[src/rtl/pt_walker_pkg.sv]
package pt_walker_pkg;

  typedef enum logic [2:0] {
    ST_IDLE     = 3'd0,
    ST_RD_OUTER = 3'd1,
    ST_RD_INNER = 3'd2,
    ST_DONE     = 3'd3,
    ST_FAULT    = 3'd4
  } walk_state_e;

  typedef enum logic [1:0] {
    CAUSE_NONE  = 2'd0,
    CAUSE_OUTER = 2'd1,
    CAUSE_INNER = 2'd2,
    CAUSE_PROT  = 2'd3
  } walk_cause_e;

  localparam int PTE_PRESENT_BIT = 0;
  localparam int PTE_WRITE_BIT   = 1;

endpackage

[src/rtl/pt_rst_sync.sv]
module pt_rst_sync (
  input  logic clk,
  input  logic rst_n,
  output logic rst_n_sync
);

  logic stage_q;

  // Assert asynchronously, release on the second clock edge.
  always_ff @(posedge clk or negedge rst_n) begin
    if (!rst_n) begin
      stage_q    <= 1'b0;
      rst_n_sync <= 1'b0;
    end else begin
      stage_q    <= 1'b1;
      rst_n_sync <= stage_q;
    end
  end

endmodule

[src/rtl/pt_va_fields.sv]
module pt_va_fields #(
  parameter int VA_W  = 32,
  parameter int OFF_W = 12
) (
  input  logic [VA_W-1:0]                 vaddr,
  output logic [(VA_W-OFF_W)/2-1:0]       idx_outer,
  output logic [(VA_W-OFF_W)/2-1:0]       idx_inner,
  output logic [OFF_W-1:0]                offset
);

  localparam int IDX_W = (VA_W - OFF_W) / 2;

  // Top field picks the directory slot, middle field the table slot.
  assign idx_outer = vaddr[VA_W-1 -: IDX_W];
  assign idx_inner = vaddr[OFF_W +: IDX_W];
  assign offset    = vaddr[OFF_W-1:0];

endmodule

[src/rtl/pt_entry_decode.sv]
module pt_entry_decode
  import pt_walker_pkg::*;
#(
  parameter int VA_W  = 32,
  parameter int OFF_W = 12
) (
  input  logic [VA_W-1:0]       entry,
  input  logic                  is_write,
  output logic [VA_W-OFF_W-1:0] frame,
  output logic                  present,
  output logic                  perm_ok
);

  logic writable;
  logic unused_entry_bits;

  assign frame    = entry[VA_W-1:OFF_W];
  assign present  = entry[PTE_PRESENT_BIT];
  assign writable = entry[PTE_WRITE_BIT];
  assign perm_ok  = !is_write || writable;

  assign unused_entry_bits = ^entry[OFF_W-1:PTE_WRITE_BIT+1];

endmodule

[src/rtl/pt_walk_fsm.sv]
module pt_walk_fsm
  import pt_walker_pkg::*;
(
  input  logic        clk,
  input  logic        rst_n,
  input  logic        req_valid,
  input  logic        mem_valid,
  input  logic        present,
  input  logic        perm_ok,
  output walk_state_e state,
  output logic        req_ready,
  output logic        mem_req,
  output logic        waiting,
  output logic        load_req,
  output logic        load_table,
  output logic        load_frame,
  output walk_cause_e cause
);

  walk_state_e state_n;
  walk_cause_e cause_n;
  logic        waiting_n;
  logic        reading;
  logic        take;

  assign reading   = (state == ST_RD_OUTER) || (state == ST_RD_INNER);
  assign mem_req   = reading && !waiting;
  assign take      = waiting && mem_valid;
  assign req_ready = (state == ST_IDLE);
  assign load_req  = req_ready && req_valid;

  assign load_table = (state == ST_RD_OUTER) && take && present;
  assign load_frame = (state == ST_RD_INNER) && take && present && perm_ok;

  always_comb begin
    state_n = state;
    cause_n = cause;
    case (state)
      ST_IDLE: begin
        if (req_valid) begin
          state_n = ST_RD_OUTER;
          cause_n = CAUSE_NONE;
        end
      end
      ST_RD_OUTER: begin
        if (take) begin
          if (!present) begin
            state_n = ST_FAULT;
            cause_n = CAUSE_OUTER;
          end else begin
            state_n = ST_RD_INNER;
          end
        end
      end
      ST_RD_INNER: begin
        if (take) begin
          if (!present) begin
            state_n = ST_FAULT;
            cause_n = CAUSE_INNER;
          end else if (!perm_ok) begin
            state_n = ST_FAULT;
            cause_n = CAUSE_PROT;
          end else begin
            state_n = ST_DONE;
          end
        end
      end
      ST_DONE:  state_n = ST_IDLE;
      ST_FAULT: state_n = ST_IDLE;
      default:  state_n = ST_IDLE;
    endcase
  end

  always_comb begin
    waiting_n = waiting;
    if (mem_req) begin
      waiting_n = 1'b1;
    end else if (mem_valid) begin
      waiting_n = 1'b0;
    end
  end

  always_ff @(posedge clk or negedge rst_n) begin
    if (!rst_n) begin
      state   <= ST_IDLE;
      cause   <= CAUSE_NONE;
      waiting <= 1'b0;
    end else begin
      state   <= state_n;
      cause   <= cause_n;
      waiting <= waiting_n;
    end
  end

  // a strobe is never repeated in the next cycle.
  a_r8_single_strobe : assert property (@(posedge clk) disable iff (!rst_n)
    mem_req |=> !mem_req);

  // no request is taken while a read is being issued.
  a_r9_busy_not_ready : assert property (@(posedge clk) disable iff (!rst_n)
    mem_req |-> !req_ready);

endmodule

[src/rtl/pt_walker.sv]
module pt_walker
  import pt_walker_pkg::*;
#(
  parameter int VA_W  = 32,
  parameter int OFF_W = 12
) (
  input  logic                                       clk,
  input  logic                                       rst_n,
  input  logic                                       req_valid,
  output logic                                       req_ready,
  input  logic [VA_W-1:0]                            req_vaddr,
  input  logic                                       req_write,
  input  logic [VA_W-1:0]                            req_root,
  output logic                                       mem_req,
  output logic [VA_W-OFF_W+(VA_W-OFF_W)/2-1:0]       mem_addr,
  input  logic                                       mem_valid,
  input  logic [VA_W-1:0]                            mem_rdata,
  output logic                                       resp_valid,
  output logic                                       resp_fault,
  output logic [1:0]                                 resp_cause,
  output logic [VA_W-1:0]                            resp_paddr
);

  localparam int FRAME_W = VA_W - OFF_W;
  localparam int IDX_W   = FRAME_W / 2;

  logic rst_n_s;

  logic [VA_W-1:0]    va_q;
  logic               wr_q;
  logic [FRAME_W-1:0] root_q;
  logic [FRAME_W-1:0] table_q;
  logic [VA_W-1:0]    paddr_q;

  logic [IDX_W-1:0]   idx_outer;
  logic [IDX_W-1:0]   idx_inner;
  logic [OFF_W-1:0]   offset;
  logic [FRAME_W-1:0] ent_frame;
  logic               ent_present;
  logic               ent_perm_ok;

  walk_state_e state;
  walk_cause_e cause;
  logic        waiting;
  logic        load_req;
  logic        load_table;
  logic        load_frame;
  logic        unused_root_low;

  assign unused_root_low = ^req_root[OFF_W-1:0];

  pt_rst_sync u_rst_sync (
    .clk        (clk),
    .rst_n      (rst_n),
    .rst_n_sync (rst_n_s)
  );

  pt_va_fields #(.VA_W(VA_W), .OFF_W(OFF_W)) u_fields (
    .vaddr     (va_q),
    .idx_outer (idx_outer),
    .idx_inner (idx_inner),
    .offset    (offset)
  );

  pt_entry_decode #(.VA_W(VA_W), .OFF_W(OFF_W)) u_decode (
    .entry    (mem_rdata),
    .is_write (wr_q),
    .frame    (ent_frame),
    .present  (ent_present),
    .perm_ok  (ent_perm_ok)
  );

  pt_walk_fsm u_fsm (
    .clk        (clk),
    .rst_n      (rst_n_s),
    .req_valid  (req_valid),
    .mem_valid  (mem_valid),
    .present    (ent_present),
    .perm_ok    (ent_perm_ok),
    .state      (state),
    .req_ready  (req_ready),
    .mem_req    (mem_req),
    .waiting    (waiting),
    .load_req   (load_req),
    .load_table (load_table),
    .load_frame (load_frame),
    .cause      (cause)
  );

  // Request capture, enabled on acceptance only.
  always_ff @(posedge clk or negedge rst_n_s) begin
    if (!rst_n_s) begin
      va_q   <= '0;
      wr_q   <= 1'b0;
      root_q <= '0;
    end else if (load_req) begin
      va_q   <= req_vaddr;
      wr_q   <= req_write;
      root_q <= req_root[VA_W-1:OFF_W];
    end
  end

  // Second-level table base from the directory entry.
  always_ff @(posedge clk or negedge rst_n_s) begin
    if (!rst_n_s) begin
      table_q <= '0;
    end else if (load_table) begin
      table_q <= ent_frame;
    end
  end

  // Result address: cleared at acceptance so faults report zero.
  always_ff @(posedge clk or negedge rst_n_s) begin
    if (!rst_n_s) begin
      paddr_q <= '0;
    end else if (load_req) begin
      paddr_q <= '0;
    end else if (load_frame) begin
      paddr_q <= {ent_frame, offset};
    end
  end

  assign mem_addr   = (state == ST_RD_INNER) ? {table_q, idx_inner}
                                             : {root_q, idx_outer};
  assign resp_valid = (state == ST_DONE) || (state == ST_FAULT);
  assign resp_fault = (state == ST_FAULT);
  assign resp_cause = cause;
  assign resp_paddr = paddr_q;

  // the read address stays put until the memory answers.
  a_r8_addr_hold : assert property (@(posedge clk) disable iff (!rst_n_s)
    (waiting && !mem_valid) |=> $stable(mem_addr));

  // the result is a single-cycle pulse followed by readiness.
  a_r10_resp_pulse : assert property (@(posedge clk) disable iff (!rst_n_s)
    resp_valid |=> (!resp_valid && req_ready));

  // a faulted walk reports no translated address.
  a_r5_fault_zero_addr : assert property (@(posedge clk) disable iff (!rst_n_s)
    (resp_valid && resp_fault) |-> (resp_paddr == '0));

  // a successful result never carries a fault cause.
  a_r4_ok_no_cause : assert property (@(posedge clk) disable iff (!rst_n_s)
    (resp_valid && !resp_fault) |-> (resp_cause == 2'd0));

endmodule

[config.mk]
export PLATFORM = sky130hd
export DESIGN_NAME = pt_walker
export DESIGN_NICKNAME = d
export VERILOG_FILES = /design/src/rtl/pt_walker_pkg.sv /design/src/rtl/pt_rst_sync.sv /design/src/rtl/pt_va_fields.sv /design/src/rtl/pt_entry_decode.sv /design/src/rtl/pt_walk_fsm.sv /design/src/rtl/pt_walker.sv
export SDC_FILE = /design/constraint.sdc
export NUM_CORES = 1
export LEC_CHECK = 0
export BUFFER_PORTS_ARGS = -buffer_cell sky130_fd_sc_hd__buf_2
export CAP_MARGIN = 30
export CELL_PAD_IN_SITES_DETAIL_PLACEMENT = 0
export CELL_PAD_IN_SITES_GLOBAL_PLACEMENT = 1
export CORE_MARGIN = 2
export CORE_UTILIZATION = 40
export CTS_CLUSTER_SIZE = 14
export DETAILED_ROUTE_END_ITERATION = 8
export PLACE_DENSITY = 0.82
export SLEW_MARGIN = 25
export SYNTH_ARGS = -nofsm -noshare
export SYNTH_HDL_FRONTEND = slang
export SYNTH_SLANG_ARGS = --single-unit
[constraint.sdc]
create_clock -name clk -period 5.2 [get_ports clk]
set_input_delay 0.52 -clock clk [delete_from_list [all_inputs] [get_ports clk]]
set_output_delay 0.52 -clock clk [all_outputs]
set_load 0.01 [all_outputs]
==> summary.md <==
| Metric | Value |
|---|---|
| Synth Register Bits | 113 |
| Nets@finish | 737 |
| Post-layout min period | 2872 ps |
| Critical Path RT | 4680 ps |
| Internal power | 2.436 mW |
| Syn Area/Cell | 10.03 um^2 |
| CP max stage cell | dfrtp_1 |
| GR peak layer | met2 |
| Synth Area in Compound Gates | 3.430% |
| P_sw | 1.132 mW |
| Area grow syn2layout | 30.28% |
| Ports | 169 |
| Starting DRT DRC Count | 193 |
| Post-synth EDFFs | 0 |
| Critical Path Start | u_fsm.state[0] |
| Grt ovf | 0 |
| Clock root buffer | clkbuf_16 |
| Slew HR | 46.22% |
| Reg-to-reg startpoint | u_fsm.state[2] |
| Max clock buf depth | 2 |
| Count of final max-slew check failures | 0 |
| Synth warn | 0 |
| Synth unique cells | 29 |
| Status | complete, no violations |
| Clock Sinks | 113 |
| Most frequent cell after synthesis | nand2_1 |
| CP Max Fanout | 17 |
| Critical Path Sink Type | primary output |
| Final setup fails | 0 |
| Family with the most delay on the worst path | simple AND/OR/NAND/NOR gates |
| Cell leakage power | 3.417 nW |
| Share of layout cells above drive strength 1 | 40.52% |
| Worst Max-Slew Pin Slew | 803.8 ps |
| Post-Synthesis Cell Area | 4925 um^2 |
| Mapped Nets | 592 |
| Total track usage | 18.85% |
| Total power | 3.567 mW |
| Final core occ | 53.42% |
| Switch share | 31.73% |
| Clock Power Share | 33.2% |
| N_diodes | 0 |
| Met3 Use GR | 7.486% |
| Fin area | 6416 um^2 |
| Core area | 12010 um^2 |
| Synth Area in Adders | 0% |
| DP Wirelength | 7472 um |
| Drt wl/cell | 14.78 um |
| DIE HEIGHT | 115.0 um |
| Final worst path period share | 55.23% |
| CTS clk-pin slew, worst paths | 60 ps |
| Maximum vdd ir drop | 0.2699 mV |
| Worst hold path type | reg2async |
| Initial cell density of the core | 41.00% |
| Rows | 40 |
| Post-Synth XOR/XNOR Area | 0% |
| Max-cap violations | 0 |
| Power per Cell Area | 556.0 nW/um^2 |
| Via count | 3818 |
| Ranking of synthesized cells by area | dfrtp_1, nand2_1, mux2_2, nand3_2, buf_2 |
| Synth Area in Simple Gates | 23.93% |
| Setup TNS Final | 0 ps |
| Hold Vio Cnt, Final | 0 |
| Top FF cell, synth | dfrtp_1 |
| ANT nets after route | 0 |
| Post-Synthesis Cells | 491 |
| Setup CP Type | reg2out |
| Vias per inst | 4.796 |
| Met1 Use GR | 23.58% |
| Placed Area | 5766 um^2 |
| Pre-antenna DRT Iters | 4 |
| CTS tree | built |
| Post-synth top area cell | dfrtp_1 |
| Clock buffer count from CTS | 17 |
| Register share of total power | 38.0% |
| Cells along the critical path | nand2b_4, nor2_4, buf_16, mux2_2, buf_2 |
| First-pass GRT wire length | 18890 um |
| Post-route DRC | 0 |
| Met2 Use GR | 29.65% |
| Vias in the first global route | 3849 |
| Largest stage delay, worst path | 490 ps |
| Main combinational cell family by area after synthesis | simple AND/OR/NAND/NOR gates |
| DIE AREA | 13220 um^2 |
| Crit path buf inv count | 2 |
| RSZ-0062 raised after global routing | false |
| Die X | 115.0 um |
| Post-synthesis sequential area ratio | 57.42% |
| H-tree Lvls | 4 |
| Startpoint Class | flop |
| Number of port buffers | 146 |
| Worst-Skew Late Latency | 420 ps |
| Routed wire length | 11770 um |
| Cts repair resizes | 0 |
| Post-synthesis mux area share | 11.66% |
| Final Skew | 6.698 ps |
| Post-synth ARST share | 100.0% |
| Crit path DAT | 2350 ps |
| Pin count of the biggest net entering global routing | 67 |
| Synth cell count leaders | nand2_1, dfrtp_1, mux2_2 |
| Top cell type's share of synthesized area | 57.42% |
| Routability congestion estimate from global placement | 0.8346 |
| Comb pwr share | 28.8% |
| Max Fclk | 348.2 MHz |
| Initial antenna violation count | 0 |
==> power by group through the flow <==
stage               clock network [mW]  logic [mW]  registers (mW)
global route                      1.25        1.15            1.40
floorplan                            0       0.734            1.32
CTS                               1.20        1.03            1.37
finish                            1.18        1.03            1.36
global placement                     0       0.997            1.35
detailed placement                   0        1.03            1.37
==> repair_timing <==
item / 4_1_cts / 5_1_grt
hold endpoints to repair: 2 / 0
hold buffers: 1 / 0
setup buffers: 0 / 0
endpoints found under the setup margin: 0 / 0
==> layer usage <==
metal  wire [um]  part of all wire [%]
met3         765                   6.5
met1        5153                    44
met4         148                   1.3
met5           0                     0
met2        5697                    48
==> cells in the final DEF, fill, tap and decap left out, drive strengths merged, types with 4 or more instances in the layout <==
| cell | netlist | routed |
|---|---|---|
| clkbuf | 7 | 21 |
| dfrtp | 113 | 113 |
| nand2 | 227 | 227 |
| mux2 | 51 | 51 |
| a21oi | 15 | 15 |
| buf | 22 | 154 |
| nand3 | 20 | 20 |
| clkinv | 0 | 6 |
| nor2 | 6 | 6 |
| nand2b | 4 | 4 |
==> final cells by class <==
cell class              instances  area [um^2]
flip-flops and latches        113         2831
clock buffers                  21        470.5
clock inverters                11        135.1
repair buffers                155        840.8
inverters                       1        3.754
well taps                     147        183.9
multi-input cells             348         1951
fillers                      1097         5595
==> registers in the layout, indices dropped and copies added (netlist names) <==
name and cells:
root_q 20, u_rst_sync.stage_q 1, resp_paddr 32, wr_q 1, u_fsm.cause 2, u_fsm.state 3
va_q 32, table_q 20, u_fsm.waiting 1, u_rst_sync.rst_n_sync 1
==> path summary, 6_finish.rpt <==
kind,to,slack (ps),cells past startpoint
hold reg to reg,resp_paddr[13],220,0
min in group clk,va_q[12],290,3
setup / recovery,mem_addr[5],2330,5
hold / removal,resp_paddr[13],220,0
setup reg to reg,resp_paddr[23],2910,5
max in group asynchronous,va_q[13],3810,2
==> stage by stage <==
stage / setup slack [ps] / cells / hold WS (ps)
floorplan: 1819 / 491 / 224.4
global placement: 2605 / 760 / 305.9
detailed placement: 2741 / 761 / 307.2
CTS: 2277 / 794 / 275.6
global route: 2216 / 796 / 256.5
finish: 2328 / 796 / 218.0
==> cell families after synthesis <==
| kind of cell | after synthesis |
|---|---|
| and+or+nand+nor | 268 |
| buffers and inverters | 30 |
| muxes | 51 |
| AOI/OAI and AO/OA | 28 |
| other | 1 |
| DFF | 113 |
No activity file was read; power rests on OpenSTA's default activity.
